$ cat config.mk
export PLATFORM = sky130hd
export DESIGN_NAME = bcd_alu
export DESIGN_NICKNAME = d
export VERILOG_FILES = /design/src/rtl/bcd_alu_pkg.sv /design/src/rtl/alu_arith.sv /design/src/rtl/alu_logic.sv /design/src/rtl/alu_flag_reg.sv /design/src/rtl/bcd_alu.sv
export SDC_FILE = /design/constraint.sdc
export NUM_CORES = 1
export LEC_CHECK = 0
export ABC_CLOCK_PERIOD_IN_PS = 6000
export BUFFER_PORTS_ARGS = -buffer_cell sky130_fd_sc_hd__buf_2
export CAP_MARGIN = 25
export CORE_UTILIZATION = 30
export DETAILED_ROUTE_END_ITERATION = 8
export HOLD_SLACK_MARGIN = 0.03
export PLACE_DENSITY = 0.56
export SKIP_CTS_REPAIR_TIMING = 1
export SLEW_MARGIN = 5
export SYNTH_ARGS = -nofsm -noshare
export SYNTH_HDL_FRONTEND = slang
export SYNTH_SLANG_ARGS = --single-unit
$ cat constraint.sdc
create_clock -name clk_i -period 6 [get_ports clk_i]
set_input_delay 0.3 -clock clk_i [delete_from_list [all_inputs] [get_ports clk_i]]
set_output_delay 0.3 -clock clk_i [all_outputs]
set_load 0.1 [all_outputs]
$ cat src/rtl/bcd_alu_pkg.sv
package bcd_alu_pkg;
  typedef enum logic [3:0] {
    OP_ADD = 4'd0,
    OP_SUB = 4'd1,
    OP_AND = 4'd2,
    OP_OR  = 4'd3,
    OP_XOR = 4'd4,
    OP_SHL = 4'd5,
    OP_SHR = 4'd6,
    OP_ROL = 4'd7,
    OP_ROR = 4'd8,
    OP_CMP = 4'd9,
    OP_BIT = 4'd10,
    OP_INC = 4'd11,
    OP_DEC = 4'd12
  } alu_op_e;

  localparam int NFLAG = 4;
  localparam int FLG_C = 0;
  localparam int FLG_Z = 1;
  localparam int FLG_V = 2;
  localparam int FLG_N = 3;

  localparam logic [NFLAG-1:0] MASK_ALL   = 4'b1111;
  localparam logic [NFLAG-1:0] MASK_NZ    = 4'b1010;
  localparam logic [NFLAG-1:0] MASK_NZC   = 4'b1011;
  localparam logic [NFLAG-1:0] MASK_NVZ   = 4'b1110;
  localparam logic [NFLAG-1:0] MASK_NONE  = 4'b0000;
endpackage

$ cat src/rtl/alu_arith.sv
module alu_arith #(
  parameter int DW = 8
) (
  input  logic [DW-1:0] a_i,
  input  logic [DW-1:0] m_i,
  input  logic          cin_i,
  input  logic          sub_i,
  output logic [DW-1:0] bin_res_o,
  output logic          bin_c_o,
  output logic [DW-1:0] dec_res_o,
  output logic          dec_c_o
);
  localparam int NIB = DW / 4;

  logic [DW-1:0] m_eff;
  logic [NIB:0]  cy;

  assign m_eff = sub_i ? ~m_i : m_i;
  assign {bin_c_o, bin_res_o} = {1'b0, a_i} + {1'b0, m_eff} + {{DW{1'b0}}, cin_i};

  // digit chain: carry for add, borrow for subtract
  assign cy[0] = sub_i ? ~cin_i : cin_i;

  for (genvar g = 0; g < NIB; g++) begin : g_dig
    logic [3:0] an, mn, d;
    logic [4:0] t_add;
    logic [5:0] t_sub;
    logic       co;

    assign an = a_i[4*g +: 4];
    assign mn = m_i[4*g +: 4];
    assign t_add = {1'b0, an} + {1'b0, mn} + {4'b0, cy[g]};
    assign t_sub = {2'b0, an} - {2'b0, mn} - {5'b0, cy[g]};

    always_comb begin
      if (sub_i) begin
        co = t_sub[5];
        d  = t_sub[5] ? (t_sub[3:0] + 4'd10) : t_sub[3:0];
      end else begin
        co = (t_add > 5'd9);
        d  = (t_add > 5'd9) ? (t_add[3:0] + 4'd6) : t_add[3:0];
      end
    end

    assign dec_res_o[4*g +: 4] = d;
    assign cy[g+1] = co;
  end

  assign dec_c_o = sub_i ? ~cy[NIB] : cy[NIB];
endmodule

$ cat src/rtl/alu_logic.sv
module alu_logic
  import bcd_alu_pkg::*;
#(
  parameter int DW = 8
) (
  input  alu_op_e       op_i,
  input  logic [DW-1:0] a_i,
  input  logic [DW-1:0] m_i,
  input  logic          cin_i,
  output logic [DW-1:0] res_o,
  output logic          c_o
);
  localparam int MSB = DW - 1;

  always_comb begin
    res_o = a_i;
    c_o   = cin_i;
    unique case (op_i)
      OP_AND: res_o = a_i & m_i;
      OP_OR:  res_o = a_i | m_i;
      OP_XOR: res_o = a_i ^ m_i;
      OP_SHL: begin res_o = {a_i[MSB-1:0], 1'b0}; c_o = a_i[MSB]; end
      OP_SHR: begin res_o = {1'b0, a_i[MSB:1]};   c_o = a_i[0];   end
      OP_ROL: begin res_o = {a_i[MSB-1:0], cin_i}; c_o = a_i[MSB]; end
      OP_ROR: begin res_o = {cin_i, a_i[MSB:1]};   c_o = a_i[0];   end
      OP_INC: res_o = a_i + {{(DW-1){1'b0}}, 1'b1};
      OP_DEC: res_o = a_i - {{(DW-1){1'b0}}, 1'b1};
      default: ;
    endcase
  end
endmodule

$ cat src/rtl/alu_flag_reg.sv
module alu_flag_reg #(
  parameter int NF = 4
) (
  input  logic          clk_i,
  input  logic          rst_ni,
  input  logic          en_i,
  input  logic [NF-1:0] ld_i,
  input  logic [NF-1:0] d_i,
  output logic [NF-1:0] q_o
);
  for (genvar i = 0; i < NF; i++) begin : g_flag
    always_ff @(posedge clk_i or negedge rst_ni) begin
      if (!rst_ni)             q_o[i] <= 1'b0;
      else if (en_i && ld_i[i]) q_o[i] <= d_i[i];
    end
  end
endmodule

$ cat src/rtl/bcd_alu.sv
module bcd_alu
  import bcd_alu_pkg::*;
#(
  parameter int DW = 8
) (
  input  logic          clk_i,
  input  logic          rst_ni,
  input  logic          valid_i,
  input  logic [3:0]    op_i,
  input  logic [DW-1:0] a_i,
  input  logic [DW-1:0] m_i,
  input  logic          carry_i,
  input  logic          dec_i,
  input  logic          fix_i,
  output logic [DW-1:0] result_o,
  output logic [3:0]    upd_o,
  output logic          extra_o,
  output logic [3:0]    flags_o
);
  localparam int MSB = DW - 1;

  alu_op_e       op;
  logic          is_sub, use_bin_sub;
  logic [DW-1:0] m_eff;
  logic [DW-1:0] bin_res, dec_res, lg_res;
  logic          bin_c, dec_c, lg_c;
  logic          bin_v, dec_v;
  logic          arith_cin;
  logic [3:0]    nxt;

  assign op          = alu_op_e'(op_i);
  assign is_sub      = (op == OP_SUB);
  assign use_bin_sub = is_sub || (op == OP_CMP);
  // compare always subtracts with no incoming borrow
  assign arith_cin   = (op == OP_CMP) ? 1'b1 : carry_i;
  assign m_eff       = use_bin_sub ? ~m_i : m_i;

  alu_arith #(.DW(DW)) u_arith (
    .a_i       (a_i),
    .m_i       (m_i),
    .cin_i     (arith_cin),
    .sub_i     (use_bin_sub),
    .bin_res_o (bin_res),
    .bin_c_o   (bin_c),
    .dec_res_o (dec_res),
    .dec_c_o   (dec_c)
  );

  alu_logic #(.DW(DW)) u_logic (
    .op_i  (op),
    .a_i   (a_i),
    .m_i   (m_i),
    .cin_i (carry_i),
    .res_o (lg_res),
    .c_o   (lg_c)
  );

  assign bin_v = (a_i[MSB] == m_eff[MSB]) && (bin_res[MSB] != a_i[MSB]);
  assign dec_v = (a_i[MSB] == m_eff[MSB]) && (dec_res[MSB] != a_i[MSB]);

  always_comb begin
    result_o = a_i;
    upd_o    = MASK_NONE;
    nxt      = '0;
    extra_o  = 1'b0;
    unique case (op)
      OP_ADD, OP_SUB: begin
        upd_o = MASK_ALL;
        if (dec_i) begin
          result_o   = dec_res;
          nxt[FLG_C] = dec_c;
          if (fix_i) begin
            extra_o    = 1'b1;
            nxt[FLG_N] = dec_res[MSB];
            nxt[FLG_Z] = (dec_res == '0);
            nxt[FLG_V] = dec_v;
          end else begin
            nxt[FLG_N] = bin_res[MSB];
            nxt[FLG_Z] = (bin_res == '0);
            nxt[FLG_V] = bin_v;
          end
        end else begin
          result_o   = bin_res;
          nxt[FLG_C] = bin_c;
          nxt[FLG_N] = bin_res[MSB];
          nxt[FLG_Z] = (bin_res == '0);
          nxt[FLG_V] = bin_v;
        end
      end
      OP_CMP: begin
        upd_o      = MASK_NZC;
        nxt[FLG_N] = bin_res[MSB];
        nxt[FLG_Z] = (bin_res == '0);
        nxt[FLG_C] = bin_c;
      end
      OP_BIT: begin
        upd_o      = MASK_NVZ;
        nxt[FLG_N] = m_i[MSB];
        nxt[FLG_V] = m_i[MSB-1];
        nxt[FLG_Z] = ((a_i & m_i) == '0);
      end
      OP_AND, OP_OR, OP_XOR, OP_INC, OP_DEC: begin
        upd_o      = MASK_NZ;
        result_o   = lg_res;
        nxt[FLG_N] = lg_res[MSB];
        nxt[FLG_Z] = (lg_res == '0);
      end
      OP_SHL, OP_SHR, OP_ROL, OP_ROR: begin
        upd_o      = MASK_NZC;
        result_o   = lg_res;
        nxt[FLG_N] = lg_res[MSB];
        nxt[FLG_Z] = (lg_res == '0);
        nxt[FLG_C] = lg_c;
      end
      default: ;
    endcase
  end

  alu_flag_reg #(.NF(NFLAG)) u_flags (
    .clk_i  (clk_i),
    .rst_ni (rst_ni),
    .en_i   (valid_i),
    .ld_i   (upd_o),
    .d_i    (nxt),
    .q_o    (flags_o)
  );
endmodule

Word-level counts from Yosys, hierarchy flattened
Cells that the tools add are included.
{"block": "totals", "reg_bits": 4, "in_bits": 26}
{"block": "op_classes", "magnitude_cmp": 2, "n_eq_ne": 15, "addsub": 16, "n_mux": 26, "bitwise": 6, "n_reduce_logical": 19}
{"operator": "one-hot mux 8 bit (9 select lines)", "count": 1}
{"operator": "zero test 8 bit", "count": 4}
{"operator": "2-to-1 mux 4 bit", "count": 7}
{"operator": "== test 4 bit, second input constant", "count": 5}
{"operator": "== test 4 x 3 -> 1 bit, second input constant", "count": 4}
{"operator": "2-to-1 mux 8 bit", "count": 2}
{"operator": "one-hot mux 4 bit (4 select lines)", "count": 1}
{"operator": "one-hot mux 8 bit (2 select lines)", "count": 1}
{"operator": "subtractor 6 x 1 -> 6 bit", "count": 2}
{"operator": "adder 4 x 4 -> 5 bit", "count": 2}
{"operator": "adder 5 x 1 -> 5 bit", "count": 2}
{"operator": "> comparator 5 x 4 -> 1 bit, second input constant", "count": 2}
{"operator": "OR reduction 5 bit", "count": 2}
{"operator": "subtractor 4 x 4 -> 5 bit", "count": 2}
{"operator": "adder 8 x 8 -> 9 bit", "count": 1}
{"operator": "adder 9 x 1 -> 9 bit", "count": 1}
{"operator": "OR reduction 9 bit", "count": 1}
{"operator": "adder 4 x 3 -> 4 bit, second input constant", "count": 2}
{"operator": "adder 4 bit, second input constant", "count": 2}
{"operator": "adder 8 x 1 -> 8 bit, second input constant", "count": 1}
{"operator": "bitwise AND 8 bit", "count": 1}
{"operator": "== test 4 x 2 -> 1 bit, second input constant", "count": 2}
{"operator": "2-to-1 mux 1 bit", "count": 8}
{"operator": "inverter 8 bit", "count": 1}
{"operator": "16 further kinds", "count": 27}

Longest topological paths before layout
Gate-level depths: netlist of run 1.
{"block": "depth", "word_depth": 16, "mapped_depth": 26}

Modules after synthesis
Synthesis of run 1 repeated with hierarchy kept, for this count alone.
{"block": "unflattened", "hier_cells": 463, "area_unflattened_um2": 3495.9}
{"module": "alu_arith", "seq_area_each_um2": 0.0, "n_inst": 1, "cells_per_inst": 199, "area_each_um2": 1544.0}
{"module": "alu_logic", "seq_area_each_um2": 0.0, "n_inst": 1, "cells_per_inst": 162, "area_each_um2": 1158.6}
{"module": "bcd_alu", "seq_area_each_um2": 0.0, "n_inst": 1, "cells_per_inst": 90, "area_each_um2": 618.1}
{"module": "alu_flag_reg", "seq_area_each_um2": 100.1, "n_inst": 1, "cells_per_inst": 12, "area_each_um2": 175.2}

Worst setup path before layout of run 1
No wires, ideal clock.
{"block": "synth_path", "path_kind": "input port to output port", "start": "input op_i[2]", "end": "output result_o[6]", "arrival_ns": 6.880, "cell_stages": 26, "setup_slack_ns": -1.180, "path_cell_list": "buf_2 -> buf_2 -> or3_1 -> clkbuf_1 -> nor3_1 -> a21o_1 -> inv_1 -> fa_1 -> inv_1 -> fa_1 -> inv_1 -> nand2_1 -> a21oi_1 -> a21oi_1 -> inv_1 -> fa_1 -> inv_1 -> fa_1 -> xnor2_1 -> ha_1 -> a22oi_1 -> a31oi_4 -> mux2i_1 -> mux2i_1 -> mux2_2 -> o21ai_0"}
{"block": "synth_between", "elab_chain_cells": 13, "elab_cells_between_ends": 36, "cone_classes": "8 x add/sub; 2 x order compare; 11 x eq/ne; 10 x mux; 1 x bitwise; 4 x reduce/logical"}
{"item": "start, declared", "line": "bcd_alu.sv:9", "text": "input logic [3:0] op_i,"}
{"item": "== test 4 bit", "line": "bcd_alu.sv:33, bcd_alu.sv:35"}
{"item": "2-to-1 mux 1 bit", "line": "bcd_alu.sv:35", "text": "assign arith_cin = (op == OP_CMP) ? 1'b1 : carry_i;"}
{"item": "inverter 1 bit", "line": "alu_arith.sv:22", "text": "assign cy[0] = sub_i ? ~cin_i : cin_i;"}
{"item": "2-to-1 mux 1 bit", "line": "alu_arith.sv:22"}
{"item": "adder 5 x 1 -> 5 bit", "line": "alu_arith.sv:32", "text": "assign t_add = {1'b0, an} + {1'b0, mn} + {4'b0, cy[g]};"}
{"item": "> comparator 5 x 4 -> 1 bit", "line": "alu_arith.sv:40", "text": "co = (t_add > 5'd9);"}
{"item": "2-to-1 mux 1 bit", "line": "alu_arith.sv:36", "text": "if (sub_i) begin"}
{"item": "subtractor 6 x 1 -> 6 bit or adder 5 x 1 -> 5 bit (tied branches)", "line": "alu_arith.sv:33, alu_arith.sv:32"}
{"item": "adder 4 bit, or another cell as far along", "line": "alu_arith.sv:38", "text": "d = t_sub[5] ? (t_sub[3:0] + 4'd10) : t_sub[3:0];"}
{"item": "2-to-1 mux 4 bit, on equally long branches", "line": "alu_arith.sv:38, alu_arith.sv:41"}
{"item": "2-to-1 mux 4 bit", "line": "alu_arith.sv:36"}
{"item": "2-to-1 mux 8 bit", "line": "bcd_alu.sv:69", "text": "if (dec_i) begin"}
{"item": "one-hot mux 8 bit (2 select lines) (*)", "line": "bcd_alu.sv:66", "text": "unique case (op)"}
{"item": "end, declared", "line": "bcd_alu.sv:15", "text": "output logic [DW-1:0] result_o,"}
Every way passes the cells marked *; elsewhere a longest branch is shown, timed or not.

Worst setup path in the final report of run 1
{"block": "layout_path", "start": "input op_i[0]", "end": "output result_o[6]"}
The elaborated chain is that of the path after synthesis.

==> results of run 1 <==
==> cells by family (layout without fill, tap and decap cells) <==
kind of cell               count (synthesis)  after routing
xor gates and xnor gates                  32             32
muxes                                     10             10
and+or+nand+nor                          117            117
AOI/OAI and AO/OA                        152            152
adders and majority gates                 54             54
buffers and inverters                     71            104
DFF                                        4              4
==> Yosys cell counts, drive strengths merged (4+ instances only) <==
cell,number,share of area
a21oi,36,0.055
nor3,9,0.015
a221o,7,0.021
o221ai,5,0.013
nand2,19,0.022
a31oi,7,0.018
inv,50,0.058
or3,7,0.015
o211ai,5,0.012
mux2i,7,0.021
xnor2,22,0.059
clkbuf,6,0.0069
ha,45,0.17
nand3,16,0.026
a211oi,11,0.025
o21bai,5,0.012
nand2b,10,0.019
nor2,33,0.038
xor2,8,0.026
a21o,6,0.014
o21ai,25,0.040
dfrtp,4,0.031
fa,9,0.055
buf,15,0.028
o2111ai,5,0.013
nor2b,6,0.012
==> report_power, final <==
part,leakage (nW),internal [mW],total [mW],switching [mW]
Clock,0.0216,0.0428,0.0573,0.0145
Sequential,0.0482,0.0328,0.0368,0.00398
Combinational,1.61,0.198,0.591,0.393
Total,1.68,0.273,0.685,0.411
==> cells in the final DEF (no fill, tap or decap), types with 4 or more instances in the layout <==
cell type and n:
o2111ai_1 5, buf_2 39, nor2_1 33, or3_1 6, a31oi_1 6, fa_1 9, a211oi_1 11, nand2_1 19
inv_1 49, nor3_1 7, a21oi_1 36, o21bai_1 5, dfrtp_1 4, ha_1 45, nor2b_1 6, mux2i_1 7
a21o_1 6, o211ai_1 5, xnor2_1 22, o21ai_0 21, xor2_1 6, o221ai_1 5, nand2b_1 10, buf_4 8
a221o_1 7, nand3_1 15
==> layout make-up <==
type                            instances  area (um2)
Fill cell                            1100        6720
Multi-Input combinational cell        365        2870
Timing Repair Buffer                   51         325
Clock buffer                            3        41.3
Inverter                               50         188
Sequential cell                         4         100
Tap cell                              136         170
==> routing by layer <==
layer  wire length [um]  share of wire  vias up  global-route usage
met5                  0              0        -                   0
met4                236          0.021        0              0.0407
met3                877          0.077       20              0.0153
met2               5170           0.45      188               0.323
met1               5160           0.45     1697               0.298
li1                   -              -     1693                   -
==> stage by stage <==
step | hold slack (ns) | utilization | total power [mW] | setup WS, ns
after CTS | -0.124 | 0.354 | 0.679 | 0.486
final | 0.388 | 0.355 | 0.685 | 0.483
after floorplan | 0.00441 | - | 0.478 | 0.0230
after global placement | 0.110 | 0.350 | 0.616 | 0.671
after global routing | 0.408 | 0.355 | 0.736 | 0.0490
after detailed placement | 0.110 | 0.350 | 0.618 | 0.496
==> critical path, stage by stage <==
cell and delay, ns:
buf_2 0.09, inv_1 0.04, or3_1 0.39, nor3_1 0.16
a21o_1 0.13, inv_1 0.05, fa_1 0.37, inv_1 0.08
fa_1 0.44, inv_1 0.11, nand2_1 0.09, a21oi_1 0.23
a21oi_1 0.14, inv_1 0.08, fa_1 0.17, inv_1 0.05
fa_1 0.39, xnor2_1 0.18, ha_1 0.24, a22oi_1 0.34
a31oi_4 0.16, mux2i_1 0.17, mux2i_1 0.12, mux2_2 0.28
o21ai_2 0.18, buf_12 0.20
==> worst max-delay path by stage <==
stage	from	end	slack [ns]
floorplan	op_i[2]	result_o[4]	0.02
global placement	op_i[1]	result_o[6]	0.67
detailed placement	op_i[0]	result_o[6]	0.50
CTS	op_i[0]	result_o[6]	0.49
global route	op_i[0]	result_o[7]	0.05
finish	op_i[0]	result_o[6]	0.48
==> metrics.md, run 1 <==
| Metric | Value |
|---|---|
| Residual DRC | 0 |
| RSZ-0062 raised after global routing | false |
| Xor/xnor cell area share of the yosys netlist | 0.0990 |
| Biggest register | u_flags.q_o |
| First-pass GRT wire length | 18,100 um |
| Crit path required time | 5.70 ns |
| Hold Crit Endpoint | u_flags.q_o[0] |
| Detailed Routing Iterations Pass 1 | 6 |
| Dpl cell area | 3650 um2 |
| DR vias/cell | 5.91 |
| Arrival time at the worst endpoint | 5.22 ns |
| Main combinational cell family by area after synthesis | compound AO/OA/AOI/OAI gates |
| Fin cells | 609 |
| Vias in the first global route | 3,292 |
| DRT iter0 DRCs | 424 |
| Final hold viol count | 0 |
| CP Capture Type | output port |
| Routed Wire Length | 11,400 um |
| Synthesis Warnings | 0 |
| P&R area growth vs syn | 13.3% |
| Clock transition at path regs | 0.03 ns |
| Simple-gate portion of the synthesized area | 0.184 |
| CTS Buf Count | 3 |
| Largest regs | u_flags.q_o: 4 flops |
| WL/cell | 18.8 um |
| Starting Density | 0.313 |
| CTS tree | built |
| Power per Cell Area | 185 nW/um2 |
| Worst hold stages | 2 |
| Clock sink total | 4 |
| Vias | 3,598 |
| Crit share post-route | 0.920 |
| Leakage power | 1.68 nW |
| Port Buffers | 42 |
| Die Span X | 106 um |
| Tot GR Track Use | 0.203 |
| Post-synth ARST share | 1.00 |
| Inst Count DP | 605 |
| Reg-to-Reg End | u_flags.q_o[1] |
| Hpwl dp | 9250 um |
| Die Y | 106 um |
| Die area | 11,300 um2 |
| Max-cap violations | 0 |
| Total negative slack | 0 ns |
| CP max FO | 3 |
| Crit Path Class | in -> out |
| Pin count of the biggest net entering global routing | 36 |
| Deepest clock path buffer count | 2 |
| Layout cells sized above 1 | 0.154 |
| Unique cell type count in the Yosys netlist | 68 |
| Initial antenna violation count | 0 |
| Reg2reg path depth | 4 |
| Fin nets | 555 |
| Final setup fails | 0 |
| Complex-gate fraction of the synthesized area | 0.334 |
| GRT overflow | 0 |
| Core Area | 10,400 um2 |
| Slew HR | 0.478 |
| Seq/Total Area, Yosys | 0.0307 |
| Cells after synthesis | 440 |
| Max-slew violation count | 0 |
| Multiplexer share of the synthesized area | 0.0318 |
| Post-synthesis adder-cell area fraction | 0.228 |
| Min Clock Period, post-route | 5.52 ns |
| EDFF count, synth | 0 |
| Synthesis-stage register bit count | 4 |
| Main flop type after synthesis | dfrtp_1 |
| Antenna Nets Post-Route | 0 |
| HP Class | in -> reg |
| Worst Skew | 0 ns |
| H-tree depth | 1 |
| Outcome | complete, no violations |
| IR drop worst, VDD | 0.000109 V |
| Worst Hold Launch | valid_i |
| R2R setup slack | 4.56 ns |
| Final Instance Area | 3700 um2 |
| Synthesized net count | 520 |
| Fmax | 181 MHz |
| Nature of the critical path startpoint | primary input |
| Diodes inserted | 0 |
| Mapped Area | 3260 um2 |
| R2r startpoint | u_flags.q_o[1] |
| Top-level I/O count | 43 |
| Clk root buf | clkbuf_8 |
| Clock latency on the worst-skew pair | 0.22 ns |
| Site Rows | 37 |
| Max reg flops | 4 |
| Slew @ Worst Pin | 0.778 ns |
| Final RePlAce weighted congestion | 0.961 |
| Avg Inst Size Synth | 7.41 um2 |
(Power assumes the default switching activity.)
==> run 2: changes to the inputs <==
- GPL_TIMING_DRIVEN: unset -> 0
==> metrics.md, run 2 (synthesis gave the netlist of run 1 again) <==
| Metric | Value |
|---|---|
| Outcome | complete, no violations |
| Hpwl dp | 9630 um |
| Inst Count DP | 615 |
| WL/cell | 19.1 um |
| Slew @ Worst Pin | 1.00 ns |
| H-tree depth | 1 |
| Worst Hold Launch | valid_i |
| Max stage delay on crit path | 0.46 ns |
| Fin nets | 568 |
| Pin count of the biggest net entering global routing | 13 |
| Power per Cell Area | 186 nW/um2 |
| Top-level I/O count | 43 |
| Final hold viol count | 0 |
| Die Span X | 106 um |
| Layout cells sized above 1 | 0.179 |
| Hold Crit Endpoint | u_flags.q_o[0] |
| Most frequent cells in the layout | inv_1 (48), buf_2 (46), ha_1 (45) |
| Largest regs | u_flags.q_o: 4 flops |
| Clock sink total | 4 |
| Crit Path Class | in -> out |
| DR vias/cell | 5.80 |
| Tot GR Track Use | 0.206 |
| Core Util, Final | 0.363 |
| Crit share post-route | 0.954 |
| Fin cells | 622 |
| Clock latency on the worst-skew pair | 0.21 ns |
| Port Buffers | 39 |
| Clock transition at path regs | 0.03 ns |
| Fillers | 1,111 |
| Initial antenna violation count | 0 |
| Vias | 3,609 |
| Die Y | 106 um |
| Clk root buf | clkbuf_8 |
| P&R area growth vs syn | 15.8% |
| Most common cell after layout, fill and taps aside | inv_1 |
| R2R setup slack | 4.56 ns |
| Vias in the first global route | 3,401 |
| Final RePlAce weighted congestion | 0.966 |
| CTS tree | built |
| CP Capture Type | output port |
| Max-slew violation count | 0 |
| Min Clock Period, post-route | 5.72 ns |
| GRT overflow | 0 |
| Critical path's slowest cell | fa_1 |
| Routed Wire Length | 11,900 um |
| Nature of the critical path startpoint | primary input |
| Max-cap violations | 0 |
| Reg-to-Reg End | u_flags.q_o[1] |
| Biggest register | u_flags.q_o |
| Leakage power | 1.72 nW |
| Reg2reg path depth | 4 |
| Final setup fails | 0 |
| Core Area | 10,400 um2 |
| CTS Buf Count | 3 |
| DRT iter0 DRCs | 461 |
| Antenna Nets Post-Route | 0 |
| Residual DRC | 0 |
| Worst hold stages | 2 |
| First-pass GRT wire length | 18,300 um |
| R2r startpoint | u_flags.q_o[1] |
| HP Class | in -> reg |
| Slew HR | 0.328 |
| Deepest clock path buffer count | 2 |
| Max reg flops | 4 |
| Site Rows | 37 |
| IR drop worst, VDD | 0.000127 V |
| Fmax | 175 MHz |
| Arrival time at the worst endpoint | 5.42 ns |
| Diodes inserted | 0 |
| Detailed Routing Iterations Pass 1 | 6 |
| Worst Skew | 0 ns |
| Die area | 11,300 um2 |
| Crit path required time | 5.70 ns |
| Starting Density | 0.313 |
| CP max FO | 10 |
-- run 2: worst max-delay path, delay by kind of cell --
family / cells / cell delay, ns
adders and majority gates: 5 / 1.72
AOI/OAI and AO/OA: 6 / 1.00
muxes: 2 / 0.45
xor gates and xnor gates: 2 / 0.33
buffers and inverters: 8 / 0.95
and+or+nand+nor: 3 / 0.68
-- run 2: cell type report --
class | instances | area (um2) | area share
buffer | 19 | 106 | 0.0282
clock buffer | 3 | 41.3 | 0.0109
inverter | 50 | 188 | 0.0497
multi-input combinational | 365 | 2900 | 0.769
sequential | 4 | 100 | 0.0265
tap | 136 | 170 | 0.0451
timing repair buffer | 45 | 267 | 0.0706
-- run 2: how the worst max path moves through the flow --
| stage | from | endpoint | slack, ns | cells past startpoint |
|---|---|---|---|---|
| after global placement | op_i[1] | result_o[6] | -0.38 | 26 |
| after CTS | op_i[1] | result_o[6] | -0.47 | 26 |
| after detailed placement | op_i[1] | result_o[6] | -0.43 | 26 |
| after global routing | op_i[2] | result_o[6] | -0.02 | 25 |
| after floorplan | op_i[2] | result_o[4] | 0.02 | 18 |
| final | op_i[2] | result_o[5] | 0.28 | 26 |
-- run 2: report_power, final --
group / leakage (nW) / total (mW) / switching (mW) / internal [mW]
Combinational: 1.65 / 0.610 / 0.405 / 0.205
Sequential: 0.0482 / 0.0365 / 0.00375 / 0.0328
Clock: 0.0216 / 0.0551 / 0.0125 / 0.0426
-- run 2: stage by stage --
step / TNS (ns) / power [mW] / hold slack [ns] / area (um2) / worst slack, ns
6_report: 0 / 0.702 / 0.412 / 3780 / 0.276
5_1_grt: -0.0329 / 0.750 / 0.435 / 3780 / -0.0229
4_1_cts: -1.27 / 0.671 / -0.120 / 3680 / -0.471
3_5_place_dp: -1.17 / 0.612 / 0.108 / 3630 / -0.431
3_3_place_gp: -0.961 / 0.606 / 0.108 / 3630 / -0.379
2_1_floorplan: 0 / 0.478 / 0.00441 / 3270 / 0.0230
-- run 2: metal layers --
layer / vias up / global-route usage / part of all wire
met5: - / 0 / 0
met4: 0 / 0.0605 / 0.025
met3: 18 / 0.0270 / 0.063
met2: 164 / 0.334 / 0.45
met1: 1711 / 0.281 / 0.46
li1: 1716 / - / -
